File: config.mk
export PLATFORM = sky130hd
export DESIGN_NAME = cal_stat_rx
export DESIGN_NICKNAME = d
export VERILOG_FILES = /design/src/rtl/cal_stat_pkg.sv /design/src/rtl/cal_stat_sync.sv /design/src/rtl/cal_stat_ports.sv /design/src/rtl/cal_stat_rx.sv
export SDC_FILE = /design/constraint.sdc
export NUM_CORES = 1
export LEC_CHECK = 0
export ABC_CLOCK_PERIOD_IN_PS = 1900
export CAP_MARGIN = 20
export CORE_MARGIN = 1
export CORE_UTILIZATION = 47
export DETAILED_ROUTE_END_ITERATION = 12
export PLACE_DENSITY = 0.76
export SETUP_SLACK_MARGIN = 0.15
export SKIP_LAST_GASP = 1
export SYNTH_ARGS = -nofsm -noshare
export SYNTH_HDL_FRONTEND = slang
export SYNTH_SLANG_ARGS = --single-unit
File: constraint.sdc
create_clock -name clk_i -period 1.9 [get_ports clk_i]
set_input_delay 0.19 -clock clk_i [delete_from_list [all_inputs] [get_ports clk_i]]
set_output_delay 0.19 -clock clk_i [all_outputs]
set_load 0.02 [all_outputs]
File: src/rtl/cal_stat_pkg.sv
package cal_stat_pkg;
  typedef enum logic [1:0] {
    ST_STARVE = 2'b00,
    ST_HUNGRY = 2'b01,
    ST_SAT    = 2'b10,
    ST_FRAME  = 2'b11
  } stat_e;

  typedef enum logic [2:0] {
    F_HUNT, F_SEL, F_SLOT, F_DIP, F_FRM
  } fstate_e;

  // diagonal parity: rotate the accumulator and fold in the new word
  function automatic logic [1:0] dip_step(input logic [1:0] acc, input logic [1:0] w);
    return {acc[0] ^ w[1], acc[1] ^ w[0]};
  endfunction
endpackage

File: src/rtl/cal_stat_sync.sv
module cal_stat_sync #(
  parameter int THR_W = 4
) (
  input  logic             clk_i,
  input  logic             rst_ni,
  input  logic             no_stat_i,
  input  logic             frm_good_i,
  input  logic             frm_bad_i,
  input  logic [THR_W-1:0] good_thr_i,
  input  logic [THR_W-1:0] bad_thr_i,
  output logic             in_sync_o,
  output logic             sync_lost_o
);
  logic [THR_W-1:0] cnt_q;
  logic [THR_W:0]   cnt_inc;

  assign cnt_inc = {1'b0, cnt_q} + 1'b1;

  always_ff @(posedge clk_i or negedge rst_ni) begin
    if (!rst_ni) begin
      in_sync_o   <= 1'b0;
      sync_lost_o <= 1'b0;
      cnt_q       <= '0;
    end else begin
      sync_lost_o <= 1'b0;
      if (no_stat_i) begin
        in_sync_o <= 1'b0;
        cnt_q     <= '0;
      end else if (!in_sync_o) begin
        if (frm_bad_i) cnt_q <= '0;
        else if (frm_good_i) begin
          if (cnt_inc >= {1'b0, good_thr_i}) begin
            in_sync_o <= 1'b1;
            cnt_q     <= '0;
          end else cnt_q <= cnt_inc[THR_W-1:0];
        end
      end else begin
        if (frm_good_i) cnt_q <= '0;
        else if (frm_bad_i) begin
          if (cnt_inc >= {1'b0, bad_thr_i}) begin
            in_sync_o   <= 1'b0;
            sync_lost_o <= 1'b1;
            cnt_q       <= '0;
          end else cnt_q <= cnt_inc[THR_W-1:0];
        end
      end
    end
  end
endmodule

File: src/rtl/cal_stat_ports.sv
module cal_stat_ports
  import cal_stat_pkg::*;
#(
  parameter int NUM_PORTS = 4,
  localparam int IDX_W = (NUM_PORTS > 1) ? $clog2(NUM_PORTS) : 1
) (
  input  logic                   clk_i,
  input  logic                   rst_ni,
  input  logic                   no_stat_i,
  input  logic                   in_sync_i,
  input  logic                   force_sat_i,
  input  logic                   wr_en_i,
  input  logic [IDX_W-1:0]       wr_idx_i,
  input  logic [1:0]             wr_val_i,
  output logic [2*NUM_PORTS-1:0] port_stat_o
);
  for (genvar p = 0; p < NUM_PORTS; p++) begin : g_port
    always_ff @(posedge clk_i or negedge rst_ni) begin
      if (!rst_ni)                                   port_stat_o[2*p +: 2] <= ST_SAT;
      else if (no_stat_i)                            port_stat_o[2*p +: 2] <= ST_STARVE;
      else if (!in_sync_i || force_sat_i)            port_stat_o[2*p +: 2] <= ST_SAT;
      else if (wr_en_i && wr_idx_i == IDX_W'(p))     port_stat_o[2*p +: 2] <= wr_val_i;
    end
  end
endmodule

File: src/rtl/cal_stat_rx.sv
module cal_stat_rx
  import cal_stat_pkg::*;
#(
  parameter int NUM_PORTS = 4,
  parameter int THR_W     = 4,
  localparam int LEN_W    = $clog2(NUM_PORTS + 1),
  localparam int IDX_W    = (NUM_PORTS > 1) ? $clog2(NUM_PORTS) : 1
) (
  input  logic                   clk_i,
  input  logic                   rst_ni,
  input  logic [1:0]             stat_i,
  input  logic                   no_stat_i,
  input  logic                   csw_en_i,
  input  logic                   dip_csw_i,
  input  logic [LEN_W-1:0]       cal_len0_i,
  input  logic [LEN_W-1:0]       cal_len1_i,
  input  logic [THR_W-1:0]       good_thr_i,
  input  logic [THR_W-1:0]       bad_thr_i,
  output logic [2*NUM_PORTS-1:0] port_stat_o,
  output logic                   in_sync_o,
  output logic                   dip_err_o,
  output logic                   sync_lost_o,
  output logic                   cal_id_o
);
  fstate_e          st_q, st_d;
  logic [1:0]       acc_q, acc_d;
  logic [LEN_W-1:0] slot_q, slot_d, len_q, len_d;
  logic [LEN_W:0]   slot_inc;
  logic             wr_en, frm_good, frm_bad, dip_bad, is_frame;
  logic             cal_id_q;

  assign is_frame = (stat_i == ST_FRAME);
  assign slot_inc = {1'b0, slot_q} + 1'b1;

  always_comb begin
    st_d     = st_q;
    acc_d    = acc_q;
    slot_d   = slot_q;
    len_d    = len_q;
    wr_en    = 1'b0;
    frm_good = 1'b0;
    frm_bad  = 1'b0;
    dip_bad  = 1'b0;
    unique case (st_q)
      F_HUNT, F_FRM: begin
        if (is_frame) begin
          acc_d  = 2'b00;
          slot_d = '0;
          len_d  = cal_len0_i;
          st_d   = csw_en_i ? F_SEL : F_SLOT;
        end else if (st_q == F_FRM) begin
          frm_bad = 1'b1;           // framing word missing
          st_d    = F_HUNT;
        end
      end
      F_SEL: begin
        len_d = stat_i[1] ? cal_len1_i : cal_len0_i;
        acc_d = dip_csw_i ? dip_step(2'b00, stat_i) : 2'b00;
        st_d  = F_SLOT;
      end
      F_SLOT: begin
        acc_d  = dip_step(acc_q, stat_i);
        wr_en  = (slot_q < LEN_W'(NUM_PORTS));
        slot_d = slot_inc[LEN_W-1:0];
        if (slot_inc >= {1'b0, len_q}) st_d = F_DIP;
      end
      F_DIP: begin
        if (stat_i == acc_q) frm_good = 1'b1;
        else begin
          frm_bad = 1'b1;
          dip_bad = 1'b1;
        end
        st_d = F_FRM;
      end
      default: st_d = F_HUNT;
    endcase
    if (no_stat_i) begin
      st_d     = F_HUNT;
      wr_en    = 1'b0;
      frm_good = 1'b0;
      frm_bad  = 1'b0;
      dip_bad  = 1'b0;
    end
  end

  always_ff @(posedge clk_i or negedge rst_ni) begin
    if (!rst_ni) begin
      st_q      <= F_HUNT;
      acc_q     <= 2'b00;
      slot_q    <= '0;
      len_q     <= '0;
      dip_err_o <= 1'b0;
      cal_id_q  <= 1'b0;
    end else begin
      st_q      <= st_d;
      acc_q     <= acc_d;
      slot_q    <= slot_d;
      len_q     <= len_d;
      dip_err_o <= dip_bad && in_sync_o;
      if (st_q == F_SEL && in_sync_o && csw_en_i && !no_stat_i) cal_id_q <= stat_i[1];
    end
  end

  assign cal_id_o = cal_id_q;

  cal_stat_sync #(.THR_W(THR_W)) u_sync (
    .clk_i      (clk_i),
    .rst_ni     (rst_ni),
    .no_stat_i  (no_stat_i),
    .frm_good_i (frm_good),
    .frm_bad_i  (frm_bad),
    .good_thr_i (good_thr_i),
    .bad_thr_i  (bad_thr_i),
    .in_sync_o  (in_sync_o),
    .sync_lost_o(sync_lost_o)
  );

  cal_stat_ports #(.NUM_PORTS(NUM_PORTS)) u_ports (
    .clk_i      (clk_i),
    .rst_ni     (rst_ni),
    .no_stat_i  (no_stat_i),
    .in_sync_i  (in_sync_o),
    .force_sat_i(dip_bad && in_sync_o),
    .wr_en_i    (wr_en),
    .wr_idx_i   (slot_q[IDX_W-1:0]),
    .wr_val_i   (stat_i),
    .port_stat_o(port_stat_o)
  );
endmodule

Word level (Yosys, flattened, before mapping)
Index checks and enable logic that the tools add are counted.
Storage, ports and cells
  register bits: 27
  latch bits: 0
  RAM bits: 0
  ROM bits: 0
  input bits: 21
  output and inout port bits: 12
  word-level logic and storage cells: 118
  memories: 0
Operators by class
  add/subtract/negate cells: 2
  $mul: 0
  div/mod/pow operators: 0
  order comparisons: 4
  equality and inequality tests: 12
  shift operators: 0
  muxes and demuxes: 59
  bitwise gates (word level): 2
  reduce and logical (&&, ||, !) cells: 26
Operator list (count)
  2-to-1 mux 4 bit: 8
  2-to-1 mux 2 bit: 15
  2-to-1 mux 1 bit: 24
  2-to-1 mux 3 bit: 7
  nonzero test 3 bit: 6
  one-hot mux 3 bit (2 select lines): 2
  one-hot mux 3 bit (4 select lines): 1
  greater-or-equal comparator 5 x 4 -> 1 bit: 2
  logical AND 1 bit: 8
  AND reduction 2 bit: 4
  equality test 2 bit (second input constant): 3
  equality test 3 x 2 -> 1 bit (second input constant): 2
  one-hot mux 2 bit (3 select lines): 1
  adder 4 x 1 -> 5 bit (second input constant): 1
  adder 3 x 1 -> 4 bit (second input constant): 1
  greater-or-equal comparator 4 x 3 -> 1 bit: 1
  inequality test 4 bit (second input constant): 1
  nonzero test 2 bit: 2
  equality test 3 x 1 -> 1 bit (second input constant): 1
  equality test 3 bit (second input constant): 1
  zero test 3 bit: 1
  less-than comparator 3 bit (second input constant): 1
  inequality test 3 bit (second input constant): 1
  equality test 2 x 1 -> 1 bit (second input constant): 1
  8 further kinds: 10

Logic depth before layout (Yosys ltp)
Gate-level depths: netlist (run 1).
  word-level depth: 9
  mapped depth: 8

Cells and area by module
From an unflattened synthesis (run 1), not the netlist that was laid out.
Unflattened totals
  cell total of the unflattened synthesis: 177
  area total of the unflattened synthesis: 1794.2 sq um
By module, submodules not included
  cal_stat_rx: times used 1, cells each 88, area each 908.4 sq um, sequential area each 325.3 sq um
  cal_stat_sync: times used 1, cells each 57, area each 500.5 sq um, sequential area each 150.1 sq um
  cal_stat_ports: times used 1, cells each 32, area each 385.4 sq um, sequential area each 205.2 sq um

Worst setup path before layout (run 1)
OpenSTA, ideal clock, no wires.
  kind: register -> register
  start: register u_sync.cnt_q[0]
  end: register u_sync.cnt_q[2]
  library setup time: 0.111 ns
  arrival time: 1.997 ns
  required time: 1.789 ns
  setup slack: -0.209 ns
  cell stages (with the launch flop): 8
  buffers on the path: 0
  clock period less this slack: 2.109 ns
  path through: dfrtp_1 -> ha_1 -> xor2_1 -> ha_1 -> o21a_1 -> a211oi_2 -> a2bb2oi_2 -> a2111oi_2
On the way
  word-level cells in the longest chain between the ends: 7
Ends and longest elaborated chain
  start: declaration: RTL line cal_stat_sync.sv:14  | logic [THR_W-1:0] cnt_q;
  start signal: assignment: RTL line cal_stat_sync.sv:35  | end else cnt_q <= cnt_inc[THR_W-1:0];
  start signal: assignment: RTL line cal_stat_sync.sv:44  | end else cnt_q <= cnt_inc[THR_W-1:0];
  adder 4 x 1 -> 5 bit *: RTL line cal_stat_sync.sv:17  | assign cnt_inc = {1'b0, cnt_q} + 1'b1;
  greater-or-equal comparator 5 x 4 -> 1 bit, on equally long branches: RTL line cal_stat_sync.sv:32, cal_stat_sync.sv:40
  2-to-1 mux 4 bit, on equally long branches: RTL line cal_stat_sync.sv:32, cal_stat_sync.sv:40
  2-to-1 mux 4 bit, on equally long branches: RTL line cal_stat_sync.sv:31, cal_stat_sync.sv:39
  2-to-1 mux 4 bit, on equally long branches: RTL line cal_stat_sync.sv:30, cal_stat_sync.sv:38
  2-to-1 mux 4 bit *: RTL line cal_stat_sync.sv:29  | end else if (!in_sync_o) begin
  2-to-1 mux 4 bit *: RTL line cal_stat_sync.sv:26  | if (no_stat_i) begin
Mark *: on every way between the ends. The rest lies on a longest branch, timed or not. The select of a mux whose other input is x is not followed.
A chain may end at the register's enable or synchronous reset.

Worst setup path in the final report (run 1)
Same ends and word-level chain as after synthesis.

==> results by group, run 1 <==
Status
  – Status: finished, violations left
  – Failing checks: setup timing

Yosys
  – FF+latch count, synth: 27
  – Area leader, netlist: dfrtp_1
  – Gate Count Post-Synth: 190
  – Synth Area in XOR/XNOR: 0.03382
  – Simple logic cell fraction of the synthesized area: 0.1794
  – Synth Area in Adders: 0.1104
  – Most used DFF post-synth: dfrtp_1
  – EDFF count, synth: 0
  – Top post-synthesis cells by area: dfrtp_1 (32%), ha_1 (11%), dfstp_2 (5.8%)
  – Syn Area/Cell: 9.542 um2
  – Post-synth top area share: 0.3175
  – Largest family of logic cells by synthesized area: compound AO/OA/AOI/OAI gates
  – Register area share after synthesis: 0.3754
  – Top post-synthesis cells by count: dfrtp_1 (23), inv_1 (19), nand2_1 (18)
  – Compound-Gate Fraction of Synth Area: 0.1815
  – Synth async-reset ratio: 1.000
  – Multiplexer share of the synthesized area: 0.04555
  – Syn nets: 227
  – Post-Syn Area: 1813 um2
  – Yosys warns: 0
  – Most common cell in the netlist: dfrtp_1
  – Cell variety after synth: 46

Global routing
  – Vias in the first global route: 1,416
  – GR Overflow Total: 0
  – Largest net degree at the start of global routing: 28
  – Initial antenna violation count: 0
  – First-pass GRT wire length: 6.513 mm
  – GRT Total Usage: 0.1998

Finish
  – Share of layout cells above drive strength 1: 0.2910
  – Inserted Diodes: 0
  – Fin nets: 282
  – Fin cells: 292
  – Synthesis-to-finish area growth: 39.75%

Power
  – Leakage: 1.148 nW
  – Pwr/cell area: 734.5 nW/um2
  – Maximum VDD drop: 443.1 uV

Worst setup path
  – Startpoint Class: flip-flop
  – Worst setup path class: flip-flop to flip-flop
  – Crit Path Max Fanout: 5
  – Arrival time at the worst endpoint: 2210 ps
  – CP required: 2060 ps
  – Critical Path Sink Type: flip-flop

STA
  – Worst slew pin tran: 384.4 ps
  – Final setup fails: 4
  – Fmax: 487.9 MHz
  – Period Utilization, post-route: 1.079
  – Final worst slack: -149.7 ps
  – Clock Skew: 5.716 ps
  – Fin Hold WS: 281.1 ps
  – Max-slew violations: 0
  – Fin. Hold Viols: 0
  – Worst rel slew slack: 0.7425
  – Tmin final: 2050 ps
  – RSZ-0062 raised after global routing: yes

Detailed routing
  – Via Count: 1,539
  – First drt pass iteration count: 4
  – Wire length per cell: 13.69 um
  – Vias/cell: 5.271
  – 1st-iter DRT viols: 73
  – Final WL: 3.997 mm
  – Drt drc: 0
  – DRT antenna net count: 0

Die
  – Die area: 4110 um2
  – Die Ht: 64.11 um
  – Ports: 33
  – Core area: 3689 um2
  – Row cnt: 22
  – Die W: 64.11 um
  – Initial core utilization: 0.4915

Clock tree
  – Clock-pin transition on the worst setup and hold timing paths: 90 ps
  – CTS Buf Count: 3
  – H-tree depth: 1
  – Clock Sinks: 27
  – Post-CTS Hold Fix Bufs: 0
  – Worst-Skew Late Latency: 270 ps
  – CTS tree: done
  – Root buf cell: clkbuf_8
  – Max clock buf depth: 2

Placement
  – IO Port Bufs: 32
  – Post-Place Cells: 279
  – Routability Congestion: 0.8110
  – Post-DP HPWL: 2.792 mm

Flow run
  – MaxCap Viol Count: 0

Worst hold path
  – Hold crit path type: input port to asynchronous set/reset pin
## repair_timing
action                                  CTS  global route
resized for setup                        12            14
buffers inserted                          5             4
endpoints found under the setup margin    7            11
pin swaps                                 6             5
## flip-flops by register name, indices dropped and copies added, names as in the netlist, 2 cells and up
name                 cells
acc_q                    2
len_q                    3
slot_q                   3
st_q                     3
u_ports.port_stat_o      8
u_sync.cnt_q             4
## critical path, stage by stage (launching register included)
cell and delay [ps]:
dfrtp_2 470, ha_4 320, ha_4 190, a211o_1 260, a211oi_2 270, a2bb2oi_2 140, a2111oi_2 300
## cell usage in the layout, fill, tap and decap left out, drive strengths merged, types with 4 or more instances in the layout
| cell type | Yosys | routed |
|---|---|---|
| clkdlybuf4s50 | 0 | 32 |
| buf | 5 | 27 |
| dfrtp | 23 | 23 |
| inv | 19 | 19 |
| nand2 | 18 | 18 |
| ha | 16 | 16 |
| a21oi | 12 | 12 |
| nand3 | 7 | 7 |
| xor2 | 7 | 7 |
| o21ai | 7 | 7 |
| mux2i | 6 | 6 |
| a211oi | 5 | 5 |
| nor2 | 5 | 5 |
| nand3b | 4 | 4 |
| nor3 | 4 | 4 |
| a22oi | 4 | 4 |
| dfstp | 4 | 4 |
| nor3b | 4 | 4 |
## power by group
group	total, mW	internal [mW]	leakage [nW]	switching (mW)
Clock	0.324	0.147	0.0255	0.178
Combinational	0.770	0.394	0.776	0.376
Sequential	0.767	0.670	0.346	0.0966
Total	1.86	1.21	1.15	0.650
## per-stage QoR
step / area, um2 / power (mW) / setup WS [ps] / util / TNS, ps
6_report: 2534 / 1.861 / -149.7 / 0.6869 / -337.2
3_5_place_dp: 2301 / 1.431 / -265.0 / 0.6238 / -900.2
3_3_place_gp: 2301 / 1.405 / -235.0 / 0.6238 / -714.8
4_1_cts: 2446 / 1.772 / -137.4 / 0.6632 / -428.9
5_1_grt: 2534 / 1.995 / -199.4 / 0.6869 / -683.3
2_1_floorplan: 1848 / 1.238 / -52.06 / - / -52.06
## worst paths after layout
kind,end,cells past startpoint,start,slack [ps]
worst max-delay path,u_sync.cnt_q[2]$_DFFE_PN0P_,6,u_sync.cnt_q[0]$_DFFE_PN0P_,-150
worst min-delay path,u_ports.port_stat_o[0]$_DFFE_PN0P_,2,rst_ni,280
worst max register to register,u_sync.cnt_q[2]$_DFFE_PN0P_,6,u_sync.cnt_q[0]$_DFFE_PN0P_,-150
worst min register to register,len_q[0]$_DFFE_PN0P_,2,len_q[0]$_DFFE_PN0P_,490
max in group asynchronous,u_ports.port_stat_o[5]$_DFFE_PN1P_,2,rst_ni,1310
min in group clk_i,len_q[1]$_DFFE_PN0P_,3,cal_len0_i[1],440
## per-layer routing
layer	vias to the layer above	GRT usage	share of wire
met4	0	0.02500	0.0010
li1	773	-	-
met5	-	0	0
met1	737	0.2969	0.50
met3	2	0.01607	0.019
met2	27	0.3258	0.47
## cells by family after synthesis
logic type / Yosys count
buffers and inverters: 28
XOR/XNOR: 7
flip-flops: 27
AO/OA/AOI/OAI: 46
AND/OR/NAND/NOR: 58
adder cells (fa/ha/maj): 16
multiplexers: 8
## layout make-up
type / instances / area, um2
fill: 295 / 1155
multi-input combinational: 135 / 1139
sequential: 27 / 686.9
timing repair buffer: 59 / 530.5
inverter: 19 / 71.32
tap: 48 / 60.06
clock buffer: 3 / 41.29
clock inverter: 1 / 5.005
No activity file was read; power rests on OpenSTA's default activity.
==> run 2, diff against run 1 <==
--- a/config.mk
+++ b/config.mk
@@ -9,6 +9,7 @@
 export CAP_MARGIN = 20
 export CORE_MARGIN = 1
 export CORE_UTILIZATION = 47
+export CTS_CLUSTER_DIAMETER = 200
 export DETAILED_ROUTE_END_ITERATION = 12
 export PLACE_DENSITY = 0.76
 export SETUP_SLACK_MARGIN = 0.15
==> results of run 2 <==
No change in the layout: final DEF, timing and power equal those of run 1.
